## src/rtl/packed_lane_adder.sv

```systemverilog
module packed_lane_adder (
  input  logic        clk,
  input  logic        rst_n,
  input  logic        in_valid,
  input  logic [63:0] op_a,
  input  logic [63:0] op_b,
  input  logic [1:0]  lane_mode,
  input  logic        sub,
  input  logic        sat_en,
  output logic        out_valid,
  output logic [63:0] sum,
  output logic [7:0]  ovf
);
  localparam int NB = 8;
  localparam int BW = 8;

  logic [63:0]   b_eff, raw, res;
  logic [NB-1:0] cin, cout, lane_ov, flag;

  assign b_eff = sub ? ~op_b : op_b;

  for (genvar i = 0; i < NB; i++) begin : g_byte
    localparam bit HALF_START = (i % 2 == 0);
    localparam bit QUAD_START = (i % 4 == 0);
    logic starts;
    logic top_c;
    assign starts = (lane_mode == 2'b00) ? 1'b1 :
                    (lane_mode == 2'b01) ? HALF_START : QUAD_START;
    if (i == 0) begin : g_first
      assign cin[i] = sub;
    end else begin : g_rest
      assign cin[i] = starts ? sub : cout[i-1];
    end
    assign {cout[i], raw[BW*i +: BW]} = {1'b0, op_a[BW*i +: BW]} + {1'b0, b_eff[BW*i +: BW]} + 9'(cin[i]);
    assign top_c = (lane_mode == 2'b00) ? cout[i] :
                   (lane_mode == 2'b01) ? cout[i | 1] : cout[i | 3];
    assign lane_ov[i] = sub ? ~top_c : top_c;
    assign res[BW*i +: BW] = (sat_en && lane_ov[i]) ? {BW{~sub}} : raw[BW*i +: BW];

    a_r7_sat_byte: assert property (@(posedge clk) disable iff (!rst_n)
      out_valid && $past(sat_en) && $past(lane_mode) == 2'b00 && ovf[i]
        |-> sum[BW*i +: BW] == {BW{~$past(sub)}});

    if (i < 2) begin : g_f2
      assign flag[i] = (lane_mode == 2'b00) ? lane_ov[i] :
                       (lane_mode == 2'b01) ? lane_ov[2*i] : lane_ov[4*i];
    end else if (i < 4) begin : g_f4
      assign flag[i] = (lane_mode == 2'b00) ? lane_ov[i] :
                       (lane_mode == 2'b01) ? lane_ov[2*i] : 1'b0;
    end else begin : g_f8
      assign flag[i] = (lane_mode == 2'b00) ? lane_ov[i] : 1'b0;
    end
  end

  always_ff @(posedge clk or negedge rst_n) begin
    if (!rst_n) begin
      out_valid <= 1'b0;
      sum       <= '0;
      ovf       <= '0;
    end else begin
      out_valid <= in_valid;
      if (in_valid) begin
        sum <= res;
        ovf <= flag;
      end
    end
  end

  a_r8_latency: assert property (@(posedge clk) disable iff (!rst_n)
    in_valid |=> out_valid);

  a_r8_hold: assert property (@(posedge clk) disable iff (!rst_n)
    !in_valid |=> !out_valid && $stable(sum) && $stable(ovf));

  a_r6_half_flags: assert property (@(posedge clk) disable iff (!rst_n)
    out_valid && $past(lane_mode) != 2'b00 |-> ovf[7:4] == 4'b0);

  a_r6_quad_flags: assert property (@(posedge clk) disable iff (!rst_n)
    out_valid && $past(lane_mode[1]) |-> ovf[7:2] == 6'b0);
endmodule

```

## config.mk

```make
export PLATFORM = sky130hd
export DESIGN_NAME = packed_lane_adder
export DESIGN_NICKNAME = d
export VERILOG_FILES = /design/src/rtl/packed_lane_adder.sv
export SDC_FILE = /design/constraint.sdc
export NUM_CORES = 1
export LEC_CHECK = 0
export ABC_CLOCK_PERIOD_IN_PS = 800
export CAP_MARGIN = 20
export CORE_ASPECT_RATIO = 2
export CORE_MARGIN = 2
export CORE_UTILIZATION = 40
export CTS_CLUSTER_DIAMETER = 40
export DETAILED_ROUTE_END_ITERATION = 8
export GPL_ROUTABILITY_DRIVEN = 0
export PLACE_DENSITY = 0.81
export SYNTH_ARGS = -nofsm -noshare
export SYNTH_HDL_FRONTEND = slang
export SYNTH_SLANG_ARGS = --single-unit
```

## constraint.sdc

```tcl
create_clock -name clk -period 0.8 [get_ports clk]
set_input_delay 0.16 -clock clk [delete_from_list [all_inputs] [get_ports clk]]
set_output_delay 0.16 -clock clk [all_outputs]
set_load 0.05 [all_outputs]
```

=== After elaboration in Yosys (flattened, before gate mapping) ===
Cells that the tools add are included.

* Flip-flop bits (word level): 73
* Output and inout port bits: 73
* Word-level logic and storage cells: 83

* Add/subtract/negate cells: 16
* Eq/ne operators: 1
* Muxes and demuxes: 44
* Bitwise logic cells: 10
* Reductions and logical operators: 9

{| class="wikitable"
|+ Operator list
! kind !! number
|-
| $add A8 B8 Y9 || 8
|-
| $add A9 B1 Y9 || 8
|-
| $mux W64 || 1
|-
| $mux W8 || 8
|-
| $not A64 Y64 || 1
|-
| $mux W1 || 35
|-
| $not A1 Y1 || 9
|-
| $logic_and A1 B1 Y1 || 8
|-
| $eq A2 B1 Y1 const B || 1
|-
| $logic_not A2 Y1 || 1
|}

=== Logic depth before layout (Yosys ltp) ===
* Word-level depth: 16
* Gate-level depth with buffers: 34

=== Least setup slack after synthesis ===
Ideal clock, no wire load.

* Kind: input to register
* Start point: input sub
* End point: register sum[38]
* Setup time: 0.126 ns
* Data arrival time: 7.833 ns
* Slack: -7.159 ns
* Cell stages on the path: 33
* Buffers on the path: 3
* Cell sequence: clkbuf_1 -> buf_1 -> buf_1 -> xor2_1 -> ha_1 -> o21ai_0 -> a21oi_1 -> o41a_1 -> o31ai_1 -> fa_1 -> fa_1 -> nor2b_1 -> o21a_1 -> a311o_1 -> o31ai_4 -> nor2_1 -> a21oi_1 -> fa_1 -> fa_1 -> nor2b_1 -> o21a_1 -> o21ai_0 -> a21oi_1 -> o21ai_0 -> fa_1 -> fa_1 -> nor2b_1 -> o2111ai_1 -> nand3_1 -> nand3_1 -> o211a_1 -> o22a_4 -> a311o_1

* Cells in the longest elaborated chain, start to end: 15
* Elaborated cells between the ends (all ways): 19
* Classes of those cells: add/sub (8); mux (8); bitwise (2); reduce/logical (1)

{| class="wikitable"
|+ Ends and longest elaborated chain
! what !! line !! text
|-
| start, declared || 8 || <nowiki>input logic sub,</nowiki>
|-
| $mux W64 || 20 || <nowiki>assign b_eff = sub ? ~op_b : op_b;</nowiki>
|-
| $add A8 B8 Y9 || 34 || <nowiki>assign {cout[i], raw[BW*i +: BW]} = {1'b0, op_a[BW*i +: BW]} + {1'b0, b_eff[BW*i +: BW]} + 9'(cin[i]);</nowiki>
|-
| $add A9 B1 Y9 || 34 ||
|-
| $mux W1 || 32 || <nowiki>assign cin[i] = starts ? sub : cout[i-1];</nowiki>
|-
| $add A9 B1 Y9 || 34 ||
|-
| $mux W1 || 32 ||
|-
| $add A9 B1 Y9 || 34 ||
|-
| $mux W1 || 32 ||
|-
| $add A9 B1 Y9 || 34 ||
|-
| $mux W1 || 36 || <nowiki>(lane_mode == 2'b01) ? cout[i | 1] : cout[i | 3];</nowiki>
|-
| $mux W1 || 35 || <nowiki>assign top_c = (lane_mode == 2'b00) ? cout[i] :</nowiki>
|-
| $not A1 Y1 || 37 || <nowiki>assign lane_ov[i] = sub ? ~top_c : top_c;</nowiki>
|-
| $mux W1 || 37 ||
|-
| $logic_and A1 B1 Y1 || 38 || <nowiki>assign res[BW*i +: BW] = (sat_en && lane_ov[i]) ? {BW{~sub}} : raw[BW*i +: BW];</nowiki>
|-
| $mux W8 (*) || 38 ||
|-
| end signal, assigned || 63 || <nowiki>sum <= res;</nowiki>
|-
| end, declared || 11 || <nowiki>output logic [63:0] sum,</nowiki>
|}

Every way passes the cells marked *; elsewhere a longest branch is shown, timed or not.
A chain may end at the register's enable or synchronous reset.

=== Worst setup path after layout ===
* Start point: input sub
* End point: register sum[36]

Same word-level chain as after synthesis.

==> results by group <==
Yosys
  – Synth area leaders: dfrtp_1, ha_1, xor2_1
  – Syn nets: 916
  – Post-synth design cell area: 6470 sq um
  – Cell variety after synth: 61
  – Top cells by instance count after synthesis: dfrtp_1, xor2_1, nor2_1
  – Mean area per synthesized cell: 9.11 sq um
  – Post-Syn Instances: 711
  – Sequential share of the synthesized area: 28.2%
  – EDFF count, synth: 0
  – Async SR Flop Fraction: 100%
  – Post-synth top area cell: dfrtp_1
  – Top FF cell, synth: dfrtp_1
  – Seq cells post-synth: 73
  – Most common cell in the netlist: dfrtp_1
  – Post-synth top area share: 28.2%
  – YS warnings: 0

Floorplanning
  – Die Span Y: 184 um
  – I/O pins: 208
  – Rows: 65
  – Initial Util: 41.0%
  – Total Die Area: 17,300 sq um
  – Die W: 94.0 um
  – Core Box Area: 15,800 sq um

Detailed routing
  – First drt pass iteration count: 6
  – DRT Wirelength: 31,200 um
  – ANT nets after route: 0
  – Vias post-DR: 8,217
  – Initial DRC Count: 807
  – Vias per inst: 5.98
  – DRC viols: 0
  – Routed len/inst: 22.7 um

Setup path
  – Max incr delay on CP: 0.48 ns
  – Slowest cell on crit path: fa_2
  – CP Capture Type: register
  – Crit Path Class: input port to register
  – Crit-path most repeated cell: fa_2
  – CP Data Required Time: 1.02 ns
  – Crit path buffers/inverters: 3
  – Crit path max-delay family: compound AO/OA/AOI/OAI gates
  – Worst-path maximum fanout: 5
  – Startpoint types: input port
  – Worst EP arrival: 7.42 ns

Global routing
  – Tot GR Track Use: 31.1%
  – Met1 Track Usage GR: 28.0%
  – Global-route wire length before repair: 41,800 um
  – Initial antenna violation count: 1
  – GR Layer Usage met3: 6.31%
  – Global routing's busiest layer: met2
  – GR Util met2: 58.4%
  – Largest net degree at the start of global routing: 40
  – Vias in the first global route: 8,500
  – Gr ovfl total: 0

Timing
  – Clk_skew: 0 ns
  – Peak Freq: 0.139 GHz
  – Hold Slack: 0.194 ns
  – # setup viols final: 145
  – Fin crit period: 7.20 ns
  – Final Cycle Share: 900%
  – Worst Tran Pin Value: 0.692 ns
  – Slew Limit Fails: 0
  – Worst setup margin: -6.40 ns
  – Number of hold violations in the final report: 0
  – RSZ-0062 raised after global routing: yes
  – Rel. slew slack: 53.4%

Clock network
  – Htree depth: 3
  – CTS tree: done
  – Worst skew pair latency: 0.34 ns
  – Number of buffers created by CTS: 9
  – Clock Tree Buf Depth: 2
  – Clock Sinks: 73
  – Clock root buffer master: clkbuf_16
  – Reg clk slew, reported paths: 0.07 ns

Worst hold path
  – Tightest Hold Check Type: input port to async pin

Placement
  – Dpl hpwl: 18,800 um
  – Port Buffers: 207

Status
  – Outcome: finished, violations left
  – Failing checks: setup timing

Power and ir drop
  – Peak supply drop: 1.71 mV
  – Lkg Pwr: 5.74 nW
  – P per Cell Area: 2280 nW/um^2

Layout
  – Fin nets: 1,372
  – Synth-to-layout area growth: 95.2%
  – Layout cells sized above 1: 43.7%
  – Final core occ: 80.1%
  – Fill cells: 836

Flow run
  – Max capacitance violation total: 0
[logic make-up (layout without fill, tap and decap cells)]
logic type,count (synthesis),in the layout,synth area share [%]
AO/OA/AOI/OAI,210,210,24.0
XOR/XNOR,106,107,14.3
adder cells (fa/ha/maj),70,70,15.1
buffers and inverters,70,530,4.10
flip-flops,73,73,28.2
multiplexers,5,5,0.812
other,0,1,0
AND/OR/NAND/NOR,177,177,13.4
[path summary, 6_finish.rpt]
| path | cells past startpoint | slack [ns] | end | startpoint |
|---|---|---|---|---|
| max | 33 | -6.40 | sum[36]$_DFFE_PN0P_ | sub |
| min | 2 | 0.19 | sum[27]$_DFFE_PN0P_ | rst_n |
| max reg2reg | 3 | -0.34 | sum[2]$_DFFE_PN0P_ | sum[2]$_DFFE_PN0P_ |
| min reg2reg | 1 | 0.54 | sum[32]$_DFFE_PN0P_ | sum[32]$_DFFE_PN0P_ |
| max in group asynchronous | 3 | 0.15 | sum[59]$_DFFE_PN0P_ | rst_n |
| min in group clk | 3 | 0.37 | ovf[1]$_DFFE_PN0P_ | in_valid |
[registers in the layout (all words and copies together), names as in the netlist]
name / flops
out_valid: 1
ovf: 8
sum: 64
[worst reg2reg max path: cells and delay by family, from the launching register on]
kind | cells | cell delay [ns]
AOI/OAI and AO/OA | 1 | 0.36
buffers and inverters | 2 | 0.26
DFF | 1 | 0.40
[metal layers]
layer  routed length, um  up-vias
met5                   0        -
met4                3060        0
met3                2350      246
met2               16300      561
met1                9580     3938
li1                    -     3472
[per-stage QoR]
step / power [mW] / cell area [sq um] / setup TNS (ns) / instances / setup WS (ns)
2_1_floorplan: 12.9 / 6700 / -391.76 / 711 / -5.88
3_3_place_gp: 20.6 / 11000 / -443.14 / 1272 / -6.83
3_5_place_dp: 21.0 / 11000 / -453.92 / 1272 / -6.93
4_1_cts: 27.0 / 12200 / -433.00 / 1341 / -6.07
5_1_grt: 29.7 / 12600 / -457.95 / 1374 / -6.55
6_report: 28.8 / 12600 / -445.73 / 1374 / -6.40
[placed cells by master (no fill, tap or decap), types with 10 or more instances in the layout]
cell | netlist | routed
dfrtp_1 | 73 | 69
nor2b_1 | 19 | 13
buf_12 | 0 | 81
xor2_1 | 72 | 70
buf_6 | 0 | 28
o21ai_2 | 1 | 16
buf_4 | 0 | 227
o21ai_0 | 38 | 22
xnor2_1 | 34 | 31
o22a_1 | 16 | 16
a21oi_1 | 31 | 16
nand2_1 | 23 | 21
fa_2 | 0 | 14
o21a_1 | 15 | 15
nand2b_1 | 12 | 11
inv_1 | 43 | 40
ha_1 | 56 | 53
clkdlybuf4s50_1 | 0 | 114
a21oi_2 | 0 | 12
dlygate4sd2_1 | 0 | 10
nor2_1 | 61 | 54
nor3_1 | 26 | 18
a211oi_2 | 0 | 24
[report_power, final]
group          internal (mW)  switching [mW]
sequential              4.61            1.13
combinational           9.34            9.11
clock                   2.89            1.70
total                   16.8            11.9
[layout make-up]
| class | count | area [sq um] | area share [%] |
|---|---|---|---|
| clock buffers | 11 | 253 | 2.00 |
| well taps | 201 | 251 | 1.99 |
| repair buffers | 470 | 4960 | 39.3 |
| clock inverters | 5 | 77.6 | 0.614 |
| flip-flops and latches | 73 | 1830 | 14.5 |
| multi-input cells | 569 | 5090 | 40.3 |
| inverters | 44 | 165 | 1.31 |
| diodes | 1 | 2.50 | 0.0198 |
[timing repair]
| item | 4_1_cts | 5_1_grt |
|---|---|---|
| endpoints found under the setup margin | 145 | 145 |
| resized for setup | 128 | 57 |
| cloned | 1 | 0 |
| setup buffers | 53 | 35 |
| pin swaps | 79 | 85 |
| hold buffers | 1 | 0 |
| hold endpoints to repair | 73 | 0 |
Power figures use the tool's default switching activity.
